===== config.mk =====
export PLATFORM = sky130hd
export DESIGN_NAME = hdlc_tx_framer
export DESIGN_NICKNAME = d
export VERILOG_FILES = /design/src/rtl/hdlc_tx_pkg.sv /design/src/rtl/hdlc_tx_crc.sv /design/src/rtl/hdlc_tx_stuff.sv /design/src/rtl/hdlc_tx_ctrl.sv /design/src/rtl/hdlc_tx_framer.sv
export SDC_FILE = /design/constraint.sdc
export NUM_CORES = 1
export LEC_CHECK = 0
export BUFFER_PORTS_ARGS = -buffer_cell sky130_fd_sc_hd__buf_2
export CORE_UTILIZATION = 61
export DETAILED_ROUTE_END_ITERATION = 8
export GPL_ROUTABILITY_DRIVEN = 0
export PLACE_DENSITY = 0.84
export SLEW_MARGIN = 20
export SYNTH_ARGS = -nofsm -noshare
export SYNTH_HDL_FRONTEND = slang
export SYNTH_HIERARCHICAL = 1
export SYNTH_SLANG_ARGS = --single-unit

===== constraint.sdc =====
create_clock -name clk -period 6.5 [get_ports clk]
set_input_delay 1.3 -clock clk [delete_from_list [all_inputs] [get_ports clk]]
set_output_delay 1.3 -clock clk [all_outputs]
set_load 0.02 [all_outputs]

===== src/rtl/hdlc_tx_pkg.sv =====
package hdlc_tx_pkg;

    localparam int          FLAG_W      = 8;
    localparam logic [7:0]  FLAG_PAT    = 8'h7E;
    localparam int          STUFF_RUN   = 5;
    localparam int          FCS16_W     = 16;
    localparam int          FCS32_W     = 32;
    localparam logic [15:0] POLY16_REFL = 16'h8408;
    localparam logic [31:0] POLY32_REFL = 32'hEDB88320;
    localparam int          FI_W        = $clog2(FLAG_W);

    typedef enum logic [2:0] {
        ST_IDLE,
        ST_OPEN,
        ST_DATA,
        ST_FCS,
        ST_CLOSE
    } tx_state_t;

    // One bit of a reflected CRC. Bit 0 of the register meets the line first.
    function automatic logic [FCS32_W-1:0] crc_step(
        input logic [FCS32_W-1:0] cur,
        input logic               din,
        input logic               wide
    );
        logic fb;
        fb = cur[0] ^ din;
        if (wide)
            crc_step = (cur >> 1) ^ (fb ? POLY32_REFL : '0);
        else
            crc_step = {16'h0, cur[15:1] ^ (fb ? POLY16_REFL : 16'h0)};
    endfunction

endpackage


===== src/rtl/hdlc_tx_crc.sv =====
module hdlc_tx_crc
    import hdlc_tx_pkg::*;
(
    input  logic               clk,
    input  logic               rst,
    input  logic               preset,
    input  logic               en,
    input  logic               bit_in,
    input  logic               wide,
    output logic [FCS32_W-1:0] crc_nxt
);

    logic [FCS32_W-1:0] crc_q;

    assign crc_nxt = crc_step(crc_q, bit_in, wide);

    always_ff @(posedge clk) begin
        if (rst || preset)
            crc_q <= '1;
        else if (en)
            crc_q <= crc_nxt;
    end

endmodule


===== src/rtl/hdlc_tx_stuff.sv =====
module hdlc_tx_stuff #(
    parameter int RUN = 5
) (
    input  logic clk,
    input  logic rst,
    input  logic adv,
    input  logic pay,
    input  logic bit_in,
    output logic stuff_due
);

    localparam int RW = $clog2(RUN + 1);

    logic [RW-1:0] ones;

    assign stuff_due = (ones == RW'(RUN));

    always_ff @(posedge clk) begin
        if (rst)
            ones <= '0;
        else if (adv) begin
            if (stuff_due || !pay || !bit_in)
                ones <= '0;
            else
                ones <= ones + 1'b1;
        end
    end

endmodule


===== src/rtl/hdlc_tx_ctrl.sv =====
module hdlc_tx_ctrl
    import hdlc_tx_pkg::*;
#(
    parameter int DATA_W = 8
) (
    input  logic               clk,
    input  logic               rst,
    input  logic               cfg_crc32,
    input  logic               cfg_share_flag,
    input  logic               cfg_idle_flags,
    input  logic               bit_en,
    input  logic               in_valid,
    input  logic [DATA_W-1:0]  in_data,
    input  logic               in_last,
    input  logic               stuff_due,
    input  logic [FCS32_W-1:0] crc_nxt,
    output logic               emit,
    output logic               pay,
    output logic               obit,
    output logic               crc_en,
    output logic               crc_preset,
    output logic               in_ready,
    output logic               tx_bit,
    output tx_state_t          st
);

    localparam int SH_W  = (DATA_W > FCS32_W) ? DATA_W : FCS32_W;
    localparam int CNT_W = $clog2(SH_W);

    logic [CNT_W-1:0] cnt, nxt_cnt, fcs_last;
    logic [SH_W-1:0]  sh, nxt_sh;
    logic             last, nxt_last;
    tx_state_t        nxt_st;
    logic             flag_end;
    logic             byte_end;

    assign fcs_last   = cfg_crc32 ? CNT_W'(FCS32_W - 1) : CNT_W'(FCS16_W - 1);
    assign flag_end   = (cnt == CNT_W'(FLAG_W - 1));
    assign byte_end   = (cnt == CNT_W'(DATA_W - 1));
    assign crc_preset = (st != ST_DATA);
    assign in_ready   = bit_en && !stuff_due && (st == ST_DATA) && (cnt == '0);

    always_comb begin
        nxt_st   = st;
        nxt_cnt  = cnt;
        nxt_sh   = sh;
        nxt_last = last;
        emit     = 1'b0;
        pay      = 1'b0;
        obit     = tx_bit;
        crc_en   = 1'b0;
        if (bit_en) begin
            if (stuff_due) begin
                emit = 1'b1;
                obit = 1'b0;
            end else begin
                unique case (st)
                    ST_IDLE: begin
                        emit = 1'b1;
                        if (in_valid && (!cfg_idle_flags || cnt == '0)) begin
                            obit    = FLAG_PAT[0];
                            nxt_st  = ST_OPEN;
                            nxt_cnt = CNT_W'(1);
                        end else if (cfg_idle_flags) begin
                            obit    = FLAG_PAT[cnt[FI_W-1:0]];
                            nxt_cnt = flag_end ? '0 : cnt + 1'b1;
                        end else begin
                            obit    = 1'b1;
                            nxt_cnt = '0;
                        end
                    end
                    ST_OPEN: begin
                        emit = 1'b1;
                        obit = FLAG_PAT[cnt[FI_W-1:0]];
                        if (flag_end) begin
                            nxt_st  = ST_DATA;
                            nxt_cnt = '0;
                        end else begin
                            nxt_cnt = cnt + 1'b1;
                        end
                    end
                    ST_DATA: begin
                        if (cnt == '0) begin
                            if (in_valid) begin
                                emit     = 1'b1;
                                pay      = 1'b1;
                                crc_en   = 1'b1;
                                obit     = in_data[0];
                                nxt_sh   = SH_W'(in_data);
                                nxt_last = in_last;
                                nxt_cnt  = CNT_W'(1);
                            end
                        end else begin
                            emit   = 1'b1;
                            pay    = 1'b1;
                            crc_en = 1'b1;
                            obit   = sh[cnt];
                            if (byte_end) begin
                                nxt_cnt = '0;
                                if (last) begin
                                    nxt_st = ST_FCS;
                                    nxt_sh = SH_W'(~crc_nxt);
                                end
                            end else begin
                                nxt_cnt = cnt + 1'b1;
                            end
                        end
                    end
                    ST_FCS: begin
                        emit = 1'b1;
                        pay  = 1'b1;
                        obit = sh[cnt];
                        if (cnt == fcs_last) begin
                            nxt_st  = ST_CLOSE;
                            nxt_cnt = '0;
                        end else begin
                            nxt_cnt = cnt + 1'b1;
                        end
                    end
                    ST_CLOSE: begin
                        emit = 1'b1;
                        obit = FLAG_PAT[cnt[FI_W-1:0]];
                        if (flag_end) begin
                            nxt_cnt = '0;
                            if (!in_valid)
                                nxt_st = ST_IDLE;
                            else if (cfg_share_flag)
                                nxt_st = ST_DATA;
                            else
                                nxt_st = ST_OPEN;
                        end else begin
                            nxt_cnt = cnt + 1'b1;
                        end
                    end
                    default: nxt_st = ST_IDLE;
                endcase
            end
        end
    end

    always_ff @(posedge clk) begin
        if (rst) begin
            st     <= ST_IDLE;
            cnt    <= '0;
            sh     <= '0;
            last   <= 1'b0;
            tx_bit <= 1'b1;
        end else begin
            st   <= nxt_st;
            cnt  <= nxt_cnt;
            sh   <= nxt_sh;
            last <= nxt_last;
            if (emit)
                tx_bit <= obit;
        end
    end

endmodule


===== src/rtl/hdlc_tx_framer.sv =====
module hdlc_tx_framer
    import hdlc_tx_pkg::*;
#(
    parameter int DATA_W = 8
) (
    input  logic              clk,
    input  logic              rst,
    input  logic              cfg_crc32,
    input  logic              cfg_share_flag,
    input  logic              cfg_idle_flags,
    input  logic              bit_en,
    input  logic              in_valid,
    input  logic [DATA_W-1:0] in_data,
    input  logic              in_last,
    output logic              in_ready,
    output logic              tx_bit
);

    logic               stuff_due;
    logic               emit, pay, obit;
    logic               crc_en, crc_preset;
    logic [FCS32_W-1:0] crc_nxt;
    tx_state_t          st;

    hdlc_tx_ctrl #(.DATA_W(DATA_W)) u_ctrl (
        .clk            (clk),
        .rst            (rst),
        .cfg_crc32      (cfg_crc32),
        .cfg_share_flag (cfg_share_flag),
        .cfg_idle_flags (cfg_idle_flags),
        .bit_en         (bit_en),
        .in_valid       (in_valid),
        .in_data        (in_data),
        .in_last        (in_last),
        .stuff_due      (stuff_due),
        .crc_nxt        (crc_nxt),
        .emit           (emit),
        .pay            (pay),
        .obit           (obit),
        .crc_en         (crc_en),
        .crc_preset     (crc_preset),
        .in_ready       (in_ready),
        .tx_bit         (tx_bit),
        .st             (st)
    );

    hdlc_tx_stuff #(.RUN(STUFF_RUN)) u_stuff (
        .clk       (clk),
        .rst       (rst),
        .adv       (emit),
        .pay       (pay),
        .bit_in    (obit),
        .stuff_due (stuff_due)
    );

    hdlc_tx_crc u_crc (
        .clk     (clk),
        .rst     (rst),
        .preset  (crc_preset),
        .en      (crc_en),
        .bit_in  (obit),
        .wide    (cfg_crc32),
        .crc_nxt (crc_nxt)
    );

endmodule


==> impl_metrics.toml <==
[critical_path]
start_kind = "flip-flop"
worstPathArrival_ns = 4.24
required_ns = 6.70
path_class = "reg -> reg"
cp_max_fo = 15
setup.worst_path.end_class = "flip-flop"

[yosys]
syn_avg_cell_area_um2 = 8.64
synthSimpleGateAreaFrac_pct = 22.3
synth_flop_cell = "dfxtp_1"
synth_compound_area_share_pct = 16.3
synth.distinct_cells = 60
synthCells = 483
synth_largest_area_cell = "dfxtp_1"
synth_top_area_share_pct = 37.4
synthArstFlopShare_pct = 0
synth.area.top_cells = "dfxtp_1 (37%), nor3_1 (6.0%), nor2_1 (5.8%)"
ys_seq_area_share_pct = 37.4
ys_warn_count = 6
ys_seq_elements = 78
synth_edf_count = 0
synth.cell_area_mm2 = 0.00418
synthAdderAreaFrac_pct = 1.20
yosys-mux-area-fraction_pct = 10.5
synth_xor_area_share_pct = 5.21
synth_nets = 503
synth_top_family_by_area = "simple AND/OR/NAND/NOR gates"

[job]
cap_violations = 0

[global_routing]
overflow = 0
antenna_found_initial = 0
grt_pass1_vias = 3346
grt_max_degree = 57
track_usage_pct = 27.9
grt_pass1_wl_mm = 15.9

[status]
status = "finished, final reports clean"

[detailed_routing]
drt_iter0_markers = 211
viasPerCell = 6.35
wl_per_cell_um = 17.0
drtAntennaViolNets = 0
vias = 3472
drcViolationCount = 0
drt_wl_total_mm = 9.31
dr.pass1.iters = 4

[timing]
slew_headroom_pct = 32.9
fmax_ghz = 0.248
fin_crit_sh_pct = 62.2
skew_ns = 0.00913
worst_pin_slew_ns = 1.00
hold_slack_ns = 0.488
rsz0062_at_grt = "false"
min_period_ns = 4.04
hold_viol_final = 0
slew_viol_final = 0
fin_tns_setup_ns = 0
final-setup-viol-count = 0

[floorplan]
die_h_um = 84.7
rows = 29
pin_count = 18
coreArea_mm2 = 0.00649
die_x_um = 84.7
start_util_pct = 64.3
die_area_mm2 = 0.00718

[clock_network]
cts_root_buf = "clkbuf_8"
clk_transition_reported_paths_ns = 0.08
post_cts_buffers = 0
htreeDepth = 3
clk_path_buf_depth = 2
cts.sinks = 78
numCtsBuffers = 9
cts_tree = "yes"
cts_resized = 0
clk_latency_ns = 0.35
cts_hold_buf = 0

[power_and_ir_drop]
leakagePower_nw = 1.48
powerDensity_mw_per_mm2 = 227
ir_worst_vdd_v = 0.000158

[layout]
diodes = 0
area_delta_synth_final_pct = 3.93
fin_nets = 485
final_cell_mix = "dfxtp_1 (78), nor2_1 (64), nor3_1 (50), a21oi_1 (35), nand2_1 (31)"
final_common_cell = "dfxtp_1"
drive_gt1_share_pct = 13.2
fillers = 526

[placement]
port-buffer-count = 17
dp_hpwl_mm = 6.16

[min_path]
hp-class = "reg -> reg"
## worst max-delay path: stages, from the launching register on
cell and delay (ns):
dfxtp_1 0.77, mux4_2 0.59, mux4_2 0.48, mux2i_1 0.15, nor4_1 0.07, or2_2 0.33
xnor2_2 0.78, nor2_2 0.21, xor2_1 0.19, nor2_1 0.06, a211oi_1 0.20, nor3_1 0.06
## metal layers
layer | vias up | wire length, um | global-route usage (%)
li1 | 1672 | - | -
met1 | 1677 | 4120 | 36.2
met2 | 108 | 4590 | 46.2
met3 | 15 | 448 | 5.90
met4 | 0 | 144 | 9.86
met5 | - | 0 | 0
## cells by family after synthesis
group                    count (synthesis)
flip-flops                              78
multiplexers                            31
XOR/XNOR                                24
adder cells (fa/ha/maj)                  4
AO/OA/AOI/OAI                           95
buffers and inverters                   58
AND/OR/NAND/NOR                        193
## where the power goes
| part | internal [mW] | switching, mW |
|---|---|---|
| sequential | 0.482 | 0.00992 |
| combinational | 0.0450 | 0.0747 |
| clock | 0.190 | 0.182 |
## path summary, 6_finish.rpt
kind / start / to / slack, ns / cells after the start
max: u_ctrl/cnt[0] / u_ctrl/sh[5] / 2.46 / 11
min: u_crc/crc_q[26] / u_crc/crc_q[26] / 0.49 / 1
max reg2reg: u_ctrl/cnt[0] / u_ctrl/sh[5] / 2.46 / 11
min reg2reg: u_crc/crc_q[26] / u_crc/crc_q[26] / 0.49 / 1
## cells in the mapped netlist, drive strengths merged, types with 2 or more instances
master and count:
dfxtp 78, nor2 66, nor3 50, a21oi 35, nand2 31, buf 27
clkbuf 23, mux2i 20, and2 18, xnor2 17, a211oi 13, mux4 10
a221o 9, o21ai 8, inv 7, xor2 7, a2111oi 6, and3 4
ha 4, nor4 4, nand3 3, or2 3, a21o 2, a22oi 2
a31oi 2, nor2b 2, nor3b 2, o21bai 2, o22a 2, o31a 2
o31ai 2, o41ai 2, or3 2
## final cells by class
type                    count  area (um2)  share of cell area, %
multi-input cells         347        2330                   53.7
well taps                  77        96.3                   2.22
clock buffers              10         138                   3.17
clock inverters             6        67.6                   1.56
inverters                   8        30.0                  0.692
flip-flops and latches     78        1560                   36.0
repair buffers             21         115                   2.65
## stage by stage
step | instances | power [mW] | setup slack (ns) | util (%) | instance area (um2)
finish | 547 | 0.984 | 2.46 | 66.8 | 4340
global route | 547 | 1.03 | 2.17 | 66.8 | 4340
CTS | 547 | 0.994 | 2.39 | 66.8 | 4340
detailed placement | 531 | 0.620 | 2.47 | 63.6 | 4130
global placement | 531 | 0.618 | 2.50 | 63.6 | 4130
floorplan | 483 | 0.597 | 2.87 | - | 4180
## sequential cells by signal, summed over array words and instances (netlist names), named ones only
name and cells:
u_stuff/ones 3, u_ctrl/sh 32, u_ctrl/last 1, u_ctrl/st 3
u_ctrl/tx_bit 1, u_crc/crc_q 32, u_ctrl/cnt 5
(Power assumes the default switching activity.)
